`src/rtl/irqa_pkg.sv`:
```
package irqa_pkg;
   // Register selected by the current bus offset
   typedef enum logic [2:0] {
      SEL_NONE,
      SEL_PENDING,
      SEL_LIVE,
      SEL_EN_SET,
      SEL_EN_CLR
   } regsel_e;

   localparam int DEF_DATA_W = 16;
   localparam int DEF_ADDR_W = 8;
endpackage

```
`src/rtl/irqa_sync.sv`:
```
module irqa_sync #(
   parameter int WIDTH  = 16,
   parameter int STAGES = 2
) (
   input  logic             clk,
   input  logic             rst_n,
   input  logic [WIDTH-1:0] d,
   output logic [WIDTH-1:0] q
);
   logic [WIDTH-1:0] stg_q [STAGES];

   genvar gi;
   generate
      for (gi = 0; gi < STAGES; gi++) begin : g_stage
         if (gi == 0) begin : g_first
            always_ff @(posedge clk or negedge rst_n) begin
               if (!rst_n) stg_q[gi] <= '0;
               else        stg_q[gi] <= d;
            end
         end else begin : g_next
            always_ff @(posedge clk or negedge rst_n) begin
               if (!rst_n) stg_q[gi] <= '0;
               else        stg_q[gi] <= stg_q[gi-1];
            end
         end
      end
   endgenerate

   assign q = stg_q[STAGES-1];
endmodule

```
`src/rtl/irqa_latch.sv`:
```
module irqa_latch #(
   parameter int WIDTH = 16
) (
   input  logic             clk,
   input  logic             rst_n,
   input  logic [WIDTH-1:0] level,
   input  logic [WIDTH-1:0] ack,
   output logic [WIDTH-1:0] pending
);
   logic [WIDTH-1:0] prev_q;
   logic [WIDTH-1:0] rise;
   logic [WIDTH-1:0] pend_q;

   assign rise = level & ~prev_q;

   always_ff @(posedge clk or negedge rst_n) begin
      if (!rst_n) begin
         prev_q <= '0;
         pend_q <= '0;
      end else begin
         prev_q <= level;
         // set dominates acknowledge on the same line
         pend_q <= (pend_q & ~ack) | rise;
      end
   end

   assign pending = pend_q;
endmodule

```
`src/rtl/irqa_regfile.sv`:
```
module irqa_regfile
   import irqa_pkg::*;
#(
   parameter int                  DATA_W    = 16,
   parameter int                  ADDR_W    = 8,
   parameter int                  NUM_LINES = 16,
   parameter logic [ADDR_W-1:0]   OFS_PEND  = 'h16,
   parameter logic [ADDR_W-1:0]   OFS_LIVE  = 'h18,
   parameter logic [ADDR_W-1:0]   OFS_ESET  = 'h1A,
   parameter logic [ADDR_W-1:0]   OFS_ECLR  = 'h1C
) (
   input  logic                 clk,
   input  logic                 rst_n,
   input  logic [ADDR_W-1:0]    addr,
   input  logic                 wr,
   input  logic                 rd,
   input  logic [DATA_W-1:0]    wdata,
   input  logic [NUM_LINES-1:0] pending,
   input  logic [NUM_LINES-1:0] live,
   output logic [NUM_LINES-1:0] mask,
   output logic [NUM_LINES-1:0] ack,
   output logic [DATA_W-1:0]    rdata
);
   localparam int PAD_W = DATA_W - NUM_LINES;

   regsel_e             sel;
   logic [NUM_LINES-1:0] wbits;
   logic [NUM_LINES-1:0] mask_q;
   logic [DATA_W-1:0]    pend_w, live_w, mask_w, rmux;
   logic [DATA_W-1:0]    rdata_q;

   always_comb begin
      if      (addr == OFS_PEND) sel = SEL_PENDING;
      else if (addr == OFS_LIVE) sel = SEL_LIVE;
      else if (addr == OFS_ESET) sel = SEL_EN_SET;
      else if (addr == OFS_ECLR) sel = SEL_EN_CLR;
      else                       sel = SEL_NONE;
   end

   generate
      if (PAD_W == 0) begin : g_full
         assign wbits  = wdata;
         assign pend_w = pending;
         assign live_w = live;
         assign mask_w = mask_q;
      end else begin : g_pad
         assign wbits  = wdata[NUM_LINES-1:0];
         assign pend_w = {{PAD_W{1'b0}}, pending};
         assign live_w = {{PAD_W{1'b0}}, live};
         assign mask_w = {{PAD_W{1'b0}}, mask_q};
      end
   endgenerate

   assign ack = (wr && sel == SEL_PENDING) ? wbits : '0;

   always_ff @(posedge clk or negedge rst_n) begin
      if (!rst_n)                        mask_q <= '0;
      else if (wr && sel == SEL_EN_SET)  mask_q <= mask_q | wbits;
      else if (wr && sel == SEL_EN_CLR)  mask_q <= mask_q & ~wbits;
   end

   always_comb begin
      case (sel)
         SEL_PENDING: rmux = pend_w;
         SEL_LIVE:    rmux = live_w;
         SEL_EN_SET:  rmux = mask_w;
         default:     rmux = '0;
      endcase
   end

   always_ff @(posedge clk or negedge rst_n) begin
      if (!rst_n)  rdata_q <= '0;
      else if (rd) rdata_q <= rmux;
      else         rdata_q <= '0;
   end

   assign mask  = mask_q;
   assign rdata = rdata_q;
endmodule

```
`src/rtl/exp_irq_collector.sv`:
```
module exp_irq_collector
   import irqa_pkg::*;
#(
   parameter int NUM_LINES   = 16,
   parameter int DATA_W      = DEF_DATA_W,
   parameter int ADDR_W      = DEF_ADDR_W,
   parameter int SYNC_STAGES = 2
) (
   input  logic                 clk,
   input  logic                 rst_n,
   input  logic [ADDR_W-1:0]    reg_addr,
   input  logic                 reg_wr,
   input  logic                 reg_rd,
   input  logic [DATA_W-1:0]    reg_wdata,
   output logic [DATA_W-1:0]    reg_rdata,
   input  logic [NUM_LINES-1:0] irq_src,
   output logic                 host_irq
);
   generate
      if (NUM_LINES < 1 || NUM_LINES > DATA_W) begin : g_bad_lines
         $error("NUM_LINES must be between 1 and DATA_W");
      end
      if (SYNC_STAGES < 2) begin : g_bad_sync
         $error("SYNC_STAGES must be at least 2");
      end
      if (ADDR_W < 5) begin : g_bad_addr
         $error("ADDR_W too narrow for the register offsets");
      end
   endgenerate

   logic [NUM_LINES-1:0] live_w;
   logic [NUM_LINES-1:0] ack_w;
   logic [NUM_LINES-1:0] pend_w;
   logic [NUM_LINES-1:0] mask_w;

   irqa_sync #(.WIDTH(NUM_LINES), .STAGES(SYNC_STAGES)) u_sync (
      .clk (clk), .rst_n (rst_n), .d (irq_src), .q (live_w)
   );

   irqa_latch #(.WIDTH(NUM_LINES)) u_latch (
      .clk (clk), .rst_n (rst_n), .level (live_w), .ack (ack_w), .pending (pend_w)
   );

   irqa_regfile #(.DATA_W(DATA_W), .ADDR_W(ADDR_W), .NUM_LINES(NUM_LINES)) u_regs (
      .clk (clk), .rst_n (rst_n), .addr (reg_addr), .wr (reg_wr), .rd (reg_rd),
      .wdata (reg_wdata), .pending (pend_w), .live (live_w),
      .mask (mask_w), .ack (ack_w), .rdata (reg_rdata)
   );

   assign host_irq = |(pend_w & mask_w);
endmodule

```
`config.mk`:
```
export PLATFORM = sky130hd
export DESIGN_NAME = exp_irq_collector
export DESIGN_NICKNAME = d
export VERILOG_FILES = /design/src/rtl/irqa_pkg.sv /design/src/rtl/irqa_sync.sv /design/src/rtl/irqa_latch.sv /design/src/rtl/irqa_regfile.sv /design/src/rtl/exp_irq_collector.sv
export SDC_FILE = /design/constraint.sdc
export NUM_CORES = 1
export LEC_CHECK = 0
export CAP_MARGIN = 20
export CORE_MARGIN = 5
export CORE_UTILIZATION = 35
export CTS_BUF_LIST = sky130_fd_sc_hd__clkbuf_2 sky130_fd_sc_hd__clkbuf_4 sky130_fd_sc_hd__clkbuf_8
export CTS_CLUSTER_DIAMETER = 30
export DETAILED_ROUTE_END_ITERATION = 12
export DONT_BUFFER_PORTS = 1
export GPL_TIMING_DRIVEN = 0
export PLACE_DENSITY = 0.57
export RECOVER_POWER = 50
export SETUP_SLACK_MARGIN = 0.1
export SLEW_MARGIN = 10
export SYNTH_ARGS = -nofsm -noshare
export SYNTH_HDL_FRONTEND = slang
export SYNTH_SLANG_ARGS = --single-unit
```
`constraint.sdc`:
```
create_clock -name clk -period 1.35 [get_ports clk]
set_input_delay 0.0675 -clock clk [delete_from_list [all_inputs] [get_ports clk]]
set_output_delay 0.0675 -clock clk [all_outputs]
set_load 0.005 [all_outputs]
```
* Word level (Yosys, flattened, before mapping) *
Cells that the tools add are included.
W data, S select, Z words.

operators by class
  shift-type cells = 0
  $add $sub $neg = 0
  multipliers = 0
  $lt $le $gt $ge = 0
  bitwise operators = 9
  equality and inequality tests = 8
  muxes and demuxes = 9
  div/mod/pow operators = 0
  reductions and logical operators = 5

operator list
  cell                  count
  $and A16 B16 Y16      4
  $mux W16              4
  $not A16 Y16          3
  $pmux W16 S3          1
  $eq A8 B5 Y1 const B  4
  $or A16 B16 Y16       2
  $reduce_or A16 Y1     1
  $mux W3               4
  $eq A3 B2 Y1 const B  2
  $eq A3 B1 Y1 const B  1
  $eq A3 B3 Y1 const B  1
  $logic_and A1 B1 Y1   3
  $reduce_bool A2 Y1    1

word-level totals
  memory bits (read-only) = 0
  bits in registers = 96
  memories = 0
  RAM bits = 0
  input port bits = 44
  latch bits = 0

* Logic depth before layout (Yosys ltp) *
Gate-level depths: netlist of the first run.

  depth in word-level cells = 11
  mapped depth = 6
  depth with buffers taken out = 3

* Modules after synthesis *
From an unflattened synthesis of the first run, not the netlist that was laid out.

unflattened totals
  cell total of the unflattened synthesis = 354
  area total of the unflattened synthesis = 4,249.1 sq um

by module, submodules not included
  module             area each (sq um)  instances  sequential area each (sq um)  cells each
  irqa_regfile       2,105.8            1          800.8                         217
  irqa_latch         1,121.1            1          800.8                         80
  irqa_sync          920.9              1          800.8                         48
  exp_irq_collector  101.3              1          0.0                           9

* Worst setup path before layout of the first run *
OpenSTA, ideal clock, no wires.

  kind = in2reg
  start point = input port reg_addr[5]
  end point = register u_latch.pend_q[10], in the netlist u_latch.pending[10]
  buffers on the path = 2
  data arrival time = 1.062 ns
  setup slack = 0.167 ns
  library setup time = 0.121 ns
  stages on the path = 5
  data required time = 1.229 ns
  cell sequence = nor4b_4 buf_4 buf_2 nand4_1 a22o_1

on the way
  word-level cells in the longest chain between the ends = 11

ends and longest elaborated chain
  element                 line                     source
  start: declaration      exp_irq_collector.sv:11  input logic [ADDR_W-1:0] reg_addr,
  $eq A8 B5 Y1            irqa_regfile.sv:36       else if (addr == OFS_ECLR) sel = SEL_EN_CLR;
  $mux W3                 irqa_regfile.sv:36
  $mux W3                 irqa_regfile.sv:35       else if (addr == OFS_ESET) sel = SEL_EN_SET;
  $mux W3                 irqa_regfile.sv:34       else if (addr == OFS_LIVE) sel = SEL_LIVE;
  $mux W3 *               irqa_regfile.sv:33       if (addr == OFS_PEND) sel = SEL_PENDING;
  $eq A3 B1 Y1 *          irqa_regfile.sv:54       assign ack = (wr && sel == SEL_PENDING) ? wbits : '0;
  $logic_and A1 B1 Y1 *   irqa_regfile.sv:54
  $mux W16 *              irqa_regfile.sv:54
  $not A16 Y16 *          irqa_latch.sv:23         pend_q <= (pend_q & ~ack) | rise;
  $and A16 B16 Y16 *      irqa_latch.sv:23
  $or A16 B16 Y16 *       irqa_latch.sv:23
  end signal: assignment  irqa_latch.sv:23
  end: declaration        irqa_latch.sv:12         logic [WIDTH-1:0] pend_q;

Mark *: on every way between the ends. The rest lies on a longest branch, timed or not.
A chain may end at the register's enable or synchronous reset.

==> results of run 1 <==
metrics by stage:
step / instance area [um^2] / power [mW]
after global routing: 4280 / 5.59
final: 4280 / 5.37
after global placement: 3690 / 3.25
after floorplan: 3520 / 3.19
after CTS: 4270 / 5.43
after detailed placement: 3690 / 3.25
where the power goes:
group	switching, mW	total (mW)	internal, mW
logic	0.133	0.279	0.146
registers	0.0556	3.03	2.97
clock network	0.980	2.06	1.08
placed cells by master (no fill, tap or decap):
cell type	count
dfrtp_1	96
a22o_1	36
nand4_1	33
dlygate4sd3_1	32
inv_1	17
nand3_1	16
a22oi_1	16
a21oi_1	16
buf_2	10
clkbuf_8	10
clkbuf_1	6
buf_4	4
a221oi_2	4
clkinv_2	3
nor4b_4	2
nor4bb_1	2
bufinv_16	2
nor2b_1	1
and3b_1	1
o2111ai_2	1
buf_1	1
and4bb_2	1
clkbuf_2	1
and3_1	1
buf_8	1
clkinvlp_4	1
layout make-up:
cell class              count  area (um^2)  area share
well taps                 133          166      0.0389
clock buffers              10          138      0.0322
plain buffers              21          111      0.0260
flip-flops and latches     96         2400       0.562
inverters                  17         63.8      0.0149
multi-input cells         130          978       0.229
clock inverters             6         82.6      0.0193
repair buffers             34          335      0.0784
cell usage after synthesis:
cell       count
buf_4          2
dfrtp_1       96
and3b_1        1
o2111ai_2      1
and4bb_2       1
a221oi_1       4
nor2b_1        1
nand3_1       16
nand4_1       33
clkbuf_2       1
buf_2         10
buf_1          1
nor4bb_1       2
buf_8          1
nor4b_4        1
a22oi_1       16
and3_1         1
inv_1         17
a21oi_1       16
a22o_1        36
clkbuf_1       6
nor4b_2        1
routing by layer:
layer / vias to the layer above / GRT usage / wire, um
met4: 0 / 0.0695 / 138
met3: 13 / 0.0513 / 489
met2: 80 / 0.232 / 4200
li1: 1088 / - / -
met5: - / 0 / 0
met1: 1212 / 0.192 / 3810
what timing repair did:
item / in CTS / in global routing
hold endpoints to repair: 150 / 102
pin swaps: 2 / 0
endpoints found under the setup margin: 1 / 2
setup buffers: 2 / 0
resized for setup: 4 / 1
worst register-to-register path: stages (launching register included):
cell and delay, ps:
dfrtp_1 390, buf_4 140, a22oi_1 150, a21oi_1 100
kinds of logic after synthesis:
logic type / after synthesis / share of synthesized area
buffers and inverters: 38 / 0.0497
AND/OR/NAND/NOR: 57 / 0.108
AO/OA/AOI/OAI: 73 / 0.161
flip-flops: 96 / 0.682
how the worst min path moves through the flow:
stage,depth (start not counted),to,from,slack (ps)
2_1_floorplan,0,asynchronous set/reset pin,rst_n,-230
3_3_place_gp,0,u_regs.rdata[15]$_DFF_PN0_,rst_n,-220
3_5_place_dp,0,u_regs.rdata[15]$_DFF_PN0_,rst_n,-220
4_1_cts,0,u_latch.prev_q[12]$_DFF_PN0_,rst_n,-630
5_1_grt,0,u_latch.prev_q[4]$_DFF_PN0_,rst_n,-640
6_report,0,u_sync.stg_q[31]$_DFF_PN0_,rst_n,-610
==> summary.md, run 1 <==
| Metric | Value |
|---|---|
| Leading cell types by total area after synthesis | dfrtp_1 (68%), a22o_1 (9.0%), nand4_1 (5.9%), a22oi_1 (3.4%), a21oi_1 (2.3%) |
| IO Port Bufs | 0 |
| Antenna viol nets, final | 0 |
| Worst Path Arrival | 1400 ps |
| Endpoint type of the worst setup path | primary output |
| TritonCTS clock tree | yes |
| Fillers | 888 |
| Final setup skew | 17.6 ps |
| Power Dens Cells | 1250 mW/mm^2 |
| Worst Reg-to-Reg Cells | 3 |
| Total clock sinks | 96 |
| Fin nets | 353 |
| Post-Syn Area | 0.00352 mm^2 |
| Instance count of the mapped netlist | 264 |
| Detailed Route Iter0 Violations | 152 |
| Kind of path behind the tightest hold check | input pin to asynchronous set/reset pin |
| TritonCTS Buffers | 9 |
| Last element of the critical path | host_irq |
| Final hold vios | 102 |
| Number of levels in the clock H-tree | 3 |
| Unrepaired setup endpoints after global routing | yes |
| Number of unique standard cell types used by synthesis | 22 |
| Post-route worst setup slack | -121 ps |
| Number of top-level pins | 61 |
| Global-route total usage across every layer | 0.150 |
| Final max-slew violation count | 0 |
| Maximum number of buffers from clock root to sink | 2 |
| Critical path, cell by cell | a22o_1 -> a221oi_2 -> nand4_1 |
| Remaining DRCs | 0 |
| Hold slack | -608 ps |
| Violated checks | negative hold slack, negative setup slack |
| Time the final worst path needs with I/O delays and setup | 1470 ps |
| Number of antenna violations at the first check in global routing | 0 |
| Post-route fraction of the period consumed by the critical path | 1.09 |
| Die outline width | 110 um |
| Worst ir drop on vdd | 0.000574 V |
| Post-placement cell count | 397 |
| Area of the die | 0.0122 mm^2 |
| Outcome | complete, but fails checks |
| Final Wtd Congestion | 0.832 |
| Pre-CTS setup slack | -208 ps |
| Layout area overhead | 21.5% |
| DP Wirelength | 5360 um |
| CP startpoint kind | flip-flop |
| Area leader, netlist | dfrtp_1 |
| Clock root cell | clkbuf_8 |
| Critical path data required time | 1280 ps |
| Number of cells on the critical path | 3 |
| Area of the core | 0.00977 mm^2 |
| Latest clock arrival within the worst-skew pair | 370 ps |
| Critical R2R Capture | u_regs.rdata[15]$_DFF_PN0_ |
| Final core utilization | 0.438 |
| Average cell area after synthesis | 13.3 um^2 |
| Max-Slew Margin vs Limit | 0.584 |
| Critical path buffers and inverters | 0 |
| Warnings from Yosys | 0 |
| Maximum clock rate | 680 MHz |
| Critical path type | flip-flop to primary output |
| Antenna Diode Count | 0 |
| Static leakage power | 1.83 nW |
| Post-synth net total | 308 |
| Proportion of netlist area held by the largest area contributor | 0.682 |
| Drt via density | 5.35 |
| Cell Count, Final, Fillers Out | 447 |
| Slew @ Worst Pin | 624 ps |
| Site row count | 36 |
| Highest fanout seen on the critical path | 2 |
| Final-layout setup total negative slack | -121 ps |
| Library cell contributing the largest single delay on the critical path | dfrtp_1 |
| Routed wirelength normalized by instance count | 19.3 um |
| Hold buffer count at CTS | 32 |
| Final setup fails | 1 |
| Slack of the worst reg-to-reg path | 410 ps |
| Total detailed-routing wirelength | 8630 um |
| Die H | 110 um |
| Detailed-routing iteration count for the pre-antenna-repair pass | 4 |
| Delay of the slowest critical-path stage | 390 ps |
| Global-route wire length before repair | 13500 um |
| Number of max-capacitance violations reported | 0 |
| Share of post-route cells with drive strength above 1 | 0.127 |
| Via count | 2393 |
| Sequential cell area fraction in the yosys report | 0.682 |
| Clock transition at path regs | 100 ps |
| Synthesized flop and latch total | 96 |
| Largest delay contributor family on the critical path | compound AO/OA/AOI/OAI gates |
| Maximum number of pins on one net before global-route repair | 97 |
| GRT Residual Overflow | 0 |
| Initial standard-cell utilization of the core | 0.360 |
| Via count of the first global-routing pass | 2517 |
(Power assumes the default switching activity.)
==> run 2: changes to the inputs <==
==> constraint.sdc (replaced) <==
create_clock -name clk -period 1.35 [get_ports clk]
set_input_delay 0.27 -clock clk [delete_from_list [all_inputs] [get_ports clk]]
set_output_delay 0.27 -clock clk [all_outputs]
set_load 0.005 [all_outputs]
==> summary.md, run 2 (synthesis gave the netlist of run 1 again) <==
| Metric | Value |
|---|---|
| Global-route total usage across every layer | 0.151 |
| Final setup fails | 1 |
| Hold buffer count at CTS | 16 |
| Die outline width | 110 um |
| Final setup skew | 19.9 ps |
| Highest fanout seen on the critical path | 2 |
| Layout area overhead | 19.4% |
| Static leakage power | 1.80 nW |
| Via count of the first global-routing pass | 2438 |
| Post-route worst setup slack | -371 ps |
| Area of the die | 0.0122 mm^2 |
| Share of post-route cells with drive strength above 1 | 0.166 |
| Critical path buffers and inverters | 0 |
| GRT Residual Overflow | 0 |
| Critical path data required time | 1080 ps |
| Hold slack | -416 ps |
| Final max-slew violation count | 0 |
| Fin nets | 346 |
| Leading cell types in the layout, fill and taps excluded | dfrtp_1 (96), a22o_1 (36), nand4_1 (33) |
| Total clock sinks | 96 |
| Worst Path Arrival | 1450 ps |
| Final hold vios | 96 |
| Routed wirelength normalized by instance count | 19.6 um |
| Critical R2R Capture | u_regs.rdata[3]$_DFF_PN0_ |
| Worst Reg-to-Reg Cells | 3 |
| Number of max-capacitance violations reported | 0 |
| TritonCTS clock tree | yes |
| Site row count | 36 |
| Final core utilization | 0.430 |
| Unrepaired setup endpoints after global routing | yes |
| Die H | 110 um |
| Outcome | complete, but fails checks |
| Detailed-routing iteration count for the pre-antenna-repair pass | 5 |
| Kind of path behind the tightest hold check | input pin to asynchronous set/reset pin |
| CP startpoint kind | flip-flop |
| Slack of the worst reg-to-reg path | 360 ps |
| Via count | 2355 |
| Total detailed-routing wirelength | 8640 um |
| Worst ir drop on vdd | 0.000927 V |
| Fillers | 886 |
| Violated checks | negative hold slack, negative setup slack |
| Delay of the slowest critical-path stage | 410 ps |
| Slew @ Worst Pin | 529 ps |
| Max-Slew Margin vs Limit | 0.647 |
| Antenna viol nets, final | 0 |
| Number of top-level pins | 61 |
| Drt via density | 5.35 |
| Maximum number of pins on one net before global-route repair | 97 |
| Time the final worst path needs with I/O delays and setup | 1720 ps |
| Critical path, cell by cell | a22o_1 -> a221oi_2 -> nand4_1 |
| Most common cell after layout, fill and taps aside | dfrtp_1 |
| Maximum number of buffers from clock root to sink | 2 |
| Largest delay contributor family on the critical path | compound AO/OA/AOI/OAI gates |
| Clock transition at path regs | 100 ps |
| Footprint of the multi-input gates | 990 um^2 |
| Number of levels in the clock H-tree | 3 |
| Initial standard-cell utilization of the core | 0.360 |
| Final Wtd Congestion | 0.807 |
| IO Port Bufs | 0 |
| Latest clock arrival within the worst-skew pair | 370 ps |
| Detailed Route Iter0 Violations | 174 |
| Critical path type | flip-flop to primary output |
| Library cell contributing the largest single delay on the critical path | dfrtp_1 |
| Endpoint type of the worst setup path | primary output |
| Clock root cell | clkbuf_8 |
| Antenna Diode Count | 0 |
| TritonCTS Buffers | 9 |
| Remaining DRCs | 0 |
| Maximum clock rate | 581 MHz |
| Number of antenna violations at the first check in global routing | 0 |
| Area used by sequential logic in the layout | 0.00240 mm^2 |
| Global-route wire length before repair | 13300 um |
| Area of the core | 0.00977 mm^2 |
| Power Dens Cells | 1230 mW/mm^2 |
| Post-route fraction of the period consumed by the critical path | 1.27 |
| DP Wirelength | 5520 um |
run 2: repair_timing:
| action | in CTS | in global routing |
|---|---|---|
| setup buffers | 6 | 5 |
| hold endpoints to repair | 112 | 96 |
| pin swaps | 2 | 3 |
| gates resized for setup | 7 | 5 |
| endpoints found under the setup margin | 14 | 12 |
run 2: through the flow:
step	area [um^2]	instances	setup slack (ps)	total power, mW	TNS [ps]
floorplan	3540	264	24.7	3.20	0
global placement	3710	397	-384	3.25	-8540
detailed placement	3710	397	-393	3.26	-9660
CTS	4160	435	-366	5.26	-366
global route	4210	440	-454	5.39	-454
finish	4210	440	-371	5.19	-371
run 2: metal layers:
metal	up-vias	share of wire	GRT usage
met2	92	0.47	0.230
li1	1077	-	-
met3	7	0.084	0.0577
met1	1179	0.43	0.195
met4	0	0.011	0.0563
met5	-	0	0
run 2: worst max path at each step:
stage                            from                             to  depth (start not counted)
after floorplan           reg_addr[6]  u_latch.pending[10]$_DFF_PN0_                          5
after global placement    reg_addr[6]      u_regs.rdata[9]$_DFF_PN0_                          4
after detailed placement  reg_addr[6]      u_regs.rdata[9]$_DFF_PN0_                          4
after CTS                   flip-flop                       host_irq                          3
after global routing        flip-flop                       host_irq                          3
final                       flip-flop                       host_irq                          3
run 2: power by group:
| group | internal, mW | switching (mW) | leakage [nW] |
|---|---|---|---|
| registers | 2.97 | 0.0549 | 1.14 |
| clock network | 0.950 | 0.969 | 0.101 |
| logic | 0.124 | 0.116 | 0.555 |
run 2: area by class of cell:
cell class              instances  share of cell area
flip-flops and latches         96               0.571
multi-input cells             130               0.235
repair buffers                 27              0.0577
well taps                     133              0.0396
clock buffers                  11              0.0360
plain buffers                  21              0.0321
inverters                      17              0.0152
clock inverters                 5              0.0131
